[src/rtl/cfgsp_pkg.sv]
// Shared constants and the configuration record for the serial configuration port.
// Assumes a 3-bit address and an 8-bit payload per frame.
package cfgsp_pkg;
    localparam int ADDR_W    = 3;
    localparam int DATA_W    = 8;
    localparam int CNT_W     = 12;
    localparam int DLY_W     = 6;
    localparam int NUM_FORCE = 6;
    localparam int FRAME_MIN = ADDR_W + DATA_W;
    localparam int CNT_HI_W  = CNT_W - DATA_W;

    localparam logic [ADDR_W-1:0] A_CNT_LO = 3'd1;
    localparam logic [ADDR_W-1:0] A_CNT_HI = 3'd2;
    localparam logic [ADDR_W-1:0] A_TIMING = 3'd3;
    localparam logic [ADDR_W-1:0] A_OUTS   = 3'd4;
    localparam logic [ADDR_W-1:0] A_PLL    = 3'd5;

    localparam logic [1:0] CP_RSVD = 2'd3;

    typedef struct packed {
        logic [CNT_W-1:0]     line_count;
        logic [DLY_W-1:0]     clk_delay;
        logic                 hsync_invert;
        logic                 adc_hiz;
        logic [NUM_FORCE-1:0] force_low;
        logic [1:0]           dsync_delay;
        logic                 clk_sel_ext;
        logic                 ext_clk_pecl;
        logic                 counter_off;
        logic [1:0]           cp_code;
        logic                 vco_high;
        logic [1:0]           div_code;
    } cfg_t;
endpackage

[src/rtl/cfgsp_sync.sv]
// Multi-stage synchronizer with one extra delay stage for edge detection.
// Assumes the inputs are asynchronous, slow level signals; q is the last
// synchronizing stage and q_d is q delayed by one clock.
module cfgsp_sync #(
    parameter int              W       = 3,
    parameter int              STAGES  = 2,
    parameter logic [W-1:0]    RST_VAL = '0
) (
    input  logic         clk,
    input  logic         rst_n,
    input  logic [W-1:0] d,
    output logic [W-1:0] q,
    output logic [W-1:0] q_d
);
    logic [W-1:0] stg [STAGES+1];

    // Shift the raw pins through the synchronizer chain plus one delay stage.
    always_ff @(posedge clk) begin
        if (!rst_n) begin
            for (int i = 0; i <= STAGES; i++) stg[i] <= RST_VAL;
        end else begin
            stg[0] <= d;
            for (int i = 1; i <= STAGES; i++) stg[i] <= stg[i-1];
        end
    end

    assign q   = stg[STAGES-1];
    assign q_d = stg[STAGES];
endmodule

[src/rtl/cfgsp_shifter.sv]
// Frame receiver: shifts serial bits in while select is low and flags a
// commit at the select rising edge when at least FRAME_MIN bits arrived.
// Assumes edge strobes are one system clock wide.
module cfgsp_shifter
    import cfgsp_pkg::*;
(
    input  logic              clk,
    input  logic              rst_n,
    input  logic              shift_en,
    input  logic              bit_in,
    input  logic              sel_rise,
    output logic              commit,
    output logic [ADDR_W-1:0] frm_addr,
    output logic [DATA_W-1:0] frm_data
);
    localparam int BCNT_W = $clog2(FRAME_MIN + 1);

    logic [FRAME_MIN-1:0] shreg;
    logic [BCNT_W-1:0]    bcnt;

    // Shift register, newest bit at the LSB so the address lands at the bottom.
    always_ff @(posedge clk) begin
        if (!rst_n)        shreg <= '0;
        else if (shift_en) shreg <= {shreg[FRAME_MIN-2:0], bit_in};
    end

    // Saturating bit counter, cleared when the frame closes.
    always_ff @(posedge clk) begin
        if (!rst_n)
            bcnt <= '0;
        else if (sel_rise)
            bcnt <= '0;
        else if (shift_en && (bcnt != BCNT_W'(FRAME_MIN)))
            bcnt <= bcnt + 1'b1;
    end

    assign commit   = sel_rise && (bcnt == BCNT_W'(FRAME_MIN));
    assign frm_addr = shreg[ADDR_W-1:0];
    assign frm_data = shreg[FRAME_MIN-1:ADDR_W];
endmodule

[src/rtl/cfgsp_regfile.sv]
// Configuration registers: decodes a committed address and payload into
// the packed control record. Assumes commit is a single-cycle strobe.
module cfgsp_regfile
    import cfgsp_pkg::*;
(
    input  logic              clk,
    input  logic              rst_n,
    input  logic              commit,
    input  logic [ADDR_W-1:0] addr,
    input  logic [DATA_W-1:0] data,
    output cfg_t              cfg
);
    // Write the addressed fields; unused addresses and a reserved pump code are dropped.
    always_ff @(posedge clk) begin
        if (!rst_n) begin
            cfg <= '0;
        end else if (commit) begin
            case (addr)
                A_CNT_LO: cfg.line_count[DATA_W-1:0]     <= data;
                A_CNT_HI: cfg.line_count[CNT_W-1:DATA_W] <= data[CNT_HI_W-1:0];
                A_TIMING: begin
                    cfg.clk_delay    <= data[DLY_W-1:0];
                    cfg.hsync_invert <= data[6];
                    cfg.adc_hiz      <= data[7];
                end
                A_OUTS: begin
                    cfg.force_low   <= data[NUM_FORCE-1:0];
                    cfg.dsync_delay <= data[7:6];
                end
                A_PLL: begin
                    cfg.clk_sel_ext  <= data[0];
                    cfg.ext_clk_pecl <= data[1];
                    cfg.counter_off  <= data[2];
                    if (data[4:3] != CP_RSVD) cfg.cp_code <= data[4:3];
                    cfg.vco_high     <= data[5];
                    cfg.div_code     <= data[7:6];
                end
                default: ;
            endcase
        end
    end
endmodule

[src/rtl/cfg_serial_port.sv]
// Top of the serial configuration port: synchronizes the three serial pins,
// receives frames and drives the decoded control fields. Assumes the serial
// clock phases each span several system clocks.
module cfg_serial_port
    import cfgsp_pkg::*;
(
    input  logic                 clk,
    input  logic                 rst_n,
    input  logic                 cs_n,
    input  logic                 sclk,
    input  logic                 sdata,
    output logic [CNT_W-1:0]     line_count,
    output logic [DLY_W-1:0]     clk_delay,
    output logic                 hsync_invert,
    output logic                 adc_hiz,
    output logic [NUM_FORCE-1:0] force_low,
    output logic [1:0]           dsync_delay,
    output logic                 clk_sel_ext,
    output logic                 ext_clk_pecl,
    output logic                 counter_off,
    output logic [1:0]           cp_code,
    output logic                 vco_high,
    output logic [1:0]           div_code
);
    logic [2:0]        pin_q, pin_qd;
    logic              shift_en, sel_rise, commit_vld;
    logic [ADDR_W-1:0] frm_addr;
    logic [DATA_W-1:0] frm_data;
    cfg_t              cfg_q;

    // Pin order: {cs_n, sclk, sdata}; select idles high after reset.
    cfgsp_sync #(.W(3), .STAGES(2), .RST_VAL(3'b100)) i_sync (
        .clk(clk), .rst_n(rst_n), .d({cs_n, sclk, sdata}),
        .q(pin_q), .q_d(pin_qd)
    );

    assign shift_en = pin_q[1] && !pin_qd[1] && !pin_q[2];
    assign sel_rise = pin_q[2] && !pin_qd[2];

    cfgsp_shifter i_shift (
        .clk(clk), .rst_n(rst_n), .shift_en(shift_en), .bit_in(pin_q[0]),
        .sel_rise(sel_rise), .commit(commit_vld),
        .frm_addr(frm_addr), .frm_data(frm_data)
    );

    cfgsp_regfile i_regs (
        .clk(clk), .rst_n(rst_n), .commit(commit_vld),
        .addr(frm_addr), .data(frm_data), .cfg(cfg_q)
    );

    assign line_count   = cfg_q.line_count;
    assign clk_delay    = cfg_q.clk_delay;
    assign hsync_invert = cfg_q.hsync_invert;
    assign adc_hiz      = cfg_q.adc_hiz;
    assign force_low    = cfg_q.force_low;
    assign dsync_delay  = cfg_q.dsync_delay;
    assign clk_sel_ext  = cfg_q.clk_sel_ext;
    assign ext_clk_pecl = cfg_q.ext_clk_pecl;
    assign counter_off  = cfg_q.counter_off;
    assign cp_code      = cfg_q.cp_code;
    assign vco_high     = cfg_q.vco_high;
    assign div_code     = cfg_q.div_code;
endmodule

[config.mk]
export PLATFORM = sky130hd
export DESIGN_NAME = cfg_serial_port
export DESIGN_NICKNAME = d
export VERILOG_FILES = /design/src/rtl/cfgsp_pkg.sv /design/src/rtl/cfgsp_sync.sv /design/src/rtl/cfgsp_shifter.sv /design/src/rtl/cfgsp_regfile.sv /design/src/rtl/cfg_serial_port.sv
export SDC_FILE = /design/constraint.sdc
export NUM_CORES = 1
export LEC_CHECK = 0
export CAP_MARGIN = 20
export CORE_MARGIN = 2
export CORE_UTILIZATION = 50
export DETAILED_ROUTE_END_ITERATION = 10
export DONT_BUFFER_PORTS = 1
export SLEW_MARGIN = 20
export SYNTH_ARGS = -nofsm -noshare
export SYNTH_HDL_FRONTEND = slang
export SYNTH_SLANG_ARGS = --single-unit
export TNS_END_PERCENT = 50
[constraint.sdc]
create_clock -name clk -period 1.6 [get_ports clk]
set_input_delay 0.16 -clock clk [delete_from_list [all_inputs] [get_ports clk]]
set_output_delay 0.16 -clock clk [all_outputs]
set_load 0.005 [all_outputs]
[Word level (Yosys, flattened, before mapping)]
Memory sizes are Yosys's and may differ from the RTL's.
Index checks and enable logic that the tools add are counted.
Word-level totals
  word-level logic and storage cells: 49
  RAM bits: 9
  flip-flop bits (word level): 51
  memories: 1
  output and inout bits: 36
Operators by class
  bitwise logic cells: 4
  muxes and demuxes: 5
  $add $sub $neg: 1
  equality and inequality tests: 8
  reduce and logical (&&, ||, !) cells: 15
Memory list
  i_sync.stg: depth 3, bits a word 3, read ports 3, clocked after Yosys merged registers in 0, write ports 3, RTL line cfgsp_sync.sv:15  | logic [W-1:0] stg [STAGES+1];
Operators by type and width (count)
  2-bit AND reduction: 5
  3-bit two-way mux: 3
  3-bit by 2-bit equality test with 1-bit output, second input constant: 2
  3-bit equality test, second input constant: 2
  1-bit logical AND: 5
  4-bit by 1-bit adder with 4-bit output, second input constant: 1
  4-bit equality test, second input constant: 1
  4-bit != test, second input constant: 1
  3-bit by 1-bit equality test with 1-bit output, second input constant: 1
  1-bit zero test: 3
  1-bit OR: 3
  3-bit AND reduction: 1
  1-bit two-way mux: 2
  2-bit != test, second input constant: 1
  2-bit OR reduction: 1
  1-bit inverter: 1

[Depth between registers and ports, before layout]
  depth in word-level cells: 4
  gate-level depth with buffers: 6

[Hierarchy]
From an unflattened synthesis, not the netlist that was laid out.
Unflattened totals
  cell total of the unflattened synthesis: 216
  area, all modules: 2265.9 um2
Modules (own cells, without submodules)
  cfgsp_regfile: area each 1352.5 um2, seq. area each 720.7 um2, times used 1, cells an instance 132
  cfgsp_shifter: area each 610.6 um2, seq. area each 300.3 um2, times used 1, cells an instance 58
  cfgsp_sync: area each 281.5 um2, seq. area each 180.2 um2, times used 1, cells an instance 24
  cfg_serial_port: area each 21.3 um2, seq. area each 0.0 um2, times used 1, cells an instance 2

[Worst setup path after synthesis]
No wires, ideal clock.
  kind: reg-to-reg
  from: register i_shift.bcnt[0]
  to: register, netlist name i_regs.cfg[24]
  period minus slack after synthesis: 1414 ps
  slack: 186 ps
  cell stages (with the launch flop): 7
  arrival: 1343 ps
  buffers on the path: 2
  data required time: 1528 ps
  path through: dfxtp_1 ha_1 and4b_1 buf_2 nand3b_1 buf_2 mux2i_1
Between the ends
  cells in the longest elaborated chain, start to end: 3
Ends and longest elaborated chain
  start, declared: RTL line cfgsp_shifter.sv:19  | logic [BCNT_W-1:0] bcnt;
  start signal, assigned: RTL line cfgsp_shifter.sv:34  | bcnt <= bcnt + 1'b1;
  4-bit equality test: RTL line cfgsp_shifter.sv:37  | assign commit = sel_rise && (bcnt == BCNT_W'(FRAME_MIN));
  1-bit logical AND: RTL line cfgsp_shifter.sv:37
  2-bit AND reduction (no line)
Every way passes these cells.
A chain may end at the register's enable or synchronous reset.

[Worst setup path in the final report]
  from: register i_shift.bcnt[0]
  to: register, netlist name i_regs.cfg[8]
Between the ends
  cells in the longest elaborated chain, start to end: 3
Ends and longest elaborated chain (RTL line)
  4-bit equality test: cfgsp_shifter.sv:37
  1-bit logical AND: cfgsp_shifter.sv:37
  2-bit AND reduction (no line)
Every way passes these cells.

==> qor.csv <==
metric,value,unit
post-layout util,60.8,%
fmax,674,MHz
Routed WL per cell,15.1,um
I/O Buffers,0,
register area,1180,um^2
largest net degree at the start of global routing,36,
DIE HEIGHT,69.9,um
main combinational cell family by area after synthesis,simple AND/OR/NAND/NOR gates,
arrival time worst endpoint,1690,ps
simple-gate portion of the synthesized area,20.7,%
RSZ-0062 raised after global routing,false,
Max Transition Viols Final,0,
"top cells by count, synth","dfxtp_1, nand2_1, mux2i_1",
syn avg cell area,9.39,um^2
post-synthesis xor/xnor area fraction,0,%
total number of vias,1640,
Num CTS Buffers,9,
Max transition margin,61.5,%
actual slew at the worst max-slew pin,578,ps
post-synthesis compound-gate area fraction,8.31,%
Synth Flop Type,dfxtp_1,
Yosys cell types,29,
Leak,0.00104,uW
Die Wd,69.9,um
Worst Setup Start Kind,flop,
io pins,41,
clk slew on worst S/H paths,70,ps
starting density of the core,53.1,%
post-route DRC violation count,0,
clk_skew,10.2,ps
Routed Antenna Nets,0,
Cells after Synth,231,
Layout Nets,249,
worst-case clock buffer depth,2,
"EDFF count, synth",0,
area of the multi-input gates,928,um^2
initial antenna violation count,0,
mapped cell area,2170,um^2
Die ar.,4880,um^2
share of the synthesized area in the top cell type,54.5,%
Sink Count,59,
post-detail-place hpwl,3040,um
Yosys warning count,0,
layout cells sized above 1,10.9,%
Final WS setup,117,ps
Filler Cell Count,367,
"Seq/Total Area, Yosys",54.5,%
pwr dens,1140,nW/um^2
GRT Total Usage,20.0,%
Place WS,30.2,ps
"Min Clock Period, post-route",1480,ps
Final setup viols,0,
adder-cell share of the synthesized area,0.577,%
#FFs+latches synth,59,
CTS tree,done,
Critical Path Sink Type,flop,
gr ovfl total,0,
number of global-route vias before repair,1618,
Post-Layout Inst Area,2490,um^2
DR vias/cell,5.50,
Worst-Skew Late Latency,330,ps
syn nets,237,
Final period util,92.7,%
maxcap violations,0,
largest area contributor in the netlist,dfxtp_1,
crit path kind,flop to flop,
Post-synth ARST share,0,%
Root Driver,clkbuf_8,
TNS Setup,0,ps
"top cells by area, synth","dfxtp_1, mux2i_1, nand2_1",
HP Class,input pin to flop,
status,"complete, no violations",
Core Footprint,4090,um^2
first drt pass iteration count,7,
placed cell area,2240,um^2
Cell Rows,23,
DR iter-0 viols,124,
routability cong.,0.771,
final WL,4490,um
"Hold Violations, Final",0,
worst vdd ir,543,uV
Critical Path RT,1810,ps
n_diodes,0,
Area growth syn-to-layout,14.7,%
CP Max Fanout,8,
final hold slack,36.1,ps
H-tree lvl count,3,
first-pass GRT wire length,7530,um
post-synthesis mux area share,12.9,%
## metal layers
metal | routed length, um | vias to the layer above | track usage (%)
met4 | 36 | 0 | 10.9
met5 | 0 | - | 0
li1 | - | 809 | -
met3 | 285 | 4 | 6.49
met1 | 1910 | 782 | 23.9
met2 | 2260 | 45 | 31.7
## registers in the layout, indices dropped and copies added (netlist names)
register,cells
i_regs.cfg,36
i_shift.shreg,11
i_sync.stg,8
i_shift.bcnt,4
## cell type report
class	instances	share of cell area (%)
sequential	59	47.5
multi-input combinational	156	37.3
clock buffer	11	5.69
timing repair buffer	13	4.23
tap	50	2.52
clock inverter	5	2.11
inverter	4	0.604
## cells in the final DEF, fill, tap and decap left out, drive strengths merged, types with 2 or more instances in the layout
master and instances:
dfxtp 59, or3 2, nand2b 2, a21oi 21, a31oi 2, buf 9
nor3b 2, nor4bb 2, nand2 60, nand3b 2, inv 3, clkbuf 11
and2 5, clkinv 4, o21ai 11, mux2i 28, dlygate4sd3 4, nor3 2
nand3 9
## critical path: stages, from the launching register on
cell	delay, ps
dfxtp_1	370
ha_1	240
nor4bb_2	310
nand2_2	260
mux2i_1	180
## where the power goes
group	internal, uW	switching (uW)	leakage, uW	total [uW]
Sequential	1480	4.00	0.000477	1480
Clock	753	563	0.0000991	1320
Combinational	17.3	28.8	0.000461	46.1
## metrics by stage
step	power, uW	cells
finish	2840	298
global route	2950	298
CTS	2880	298
detailed placement	1540	277
global placement	1540	277
floorplan	1540	231
## worst paths after layout
path | end | cells past startpoint | slack (ps) | start
setup / recovery | i_regs.cfg[8] | 4 | 120 | i_shift.bcnt[0]
hold / removal | i_regs.cfg[30] | 2 | 40 | rst_n
setup reg to reg | i_regs.cfg[8] | 4 | 120 | i_shift.bcnt[0]
hold reg to reg | i_sync.stg[0][5] | 1 | 420 | i_sync.stg[0][2]
## logic make-up (layout without fill, tap and decap cells)
logic type	count (synthesis)	after routing
and+or+nand+nor	92	92
buffers and inverters	16	33
muxes	28	28
adders and majority gates	1	1
AOI/OAI and AO/OA	35	35
DFF	59	59
## timing repair
action	CTS	global route
hold buffers	5	0
gates resized for setup	0	1
endpoints found under the setup margin	0	12
setup buffers	0	0
endpoints found under the hold margin	35	0
(Power assumes the default switching activity.)
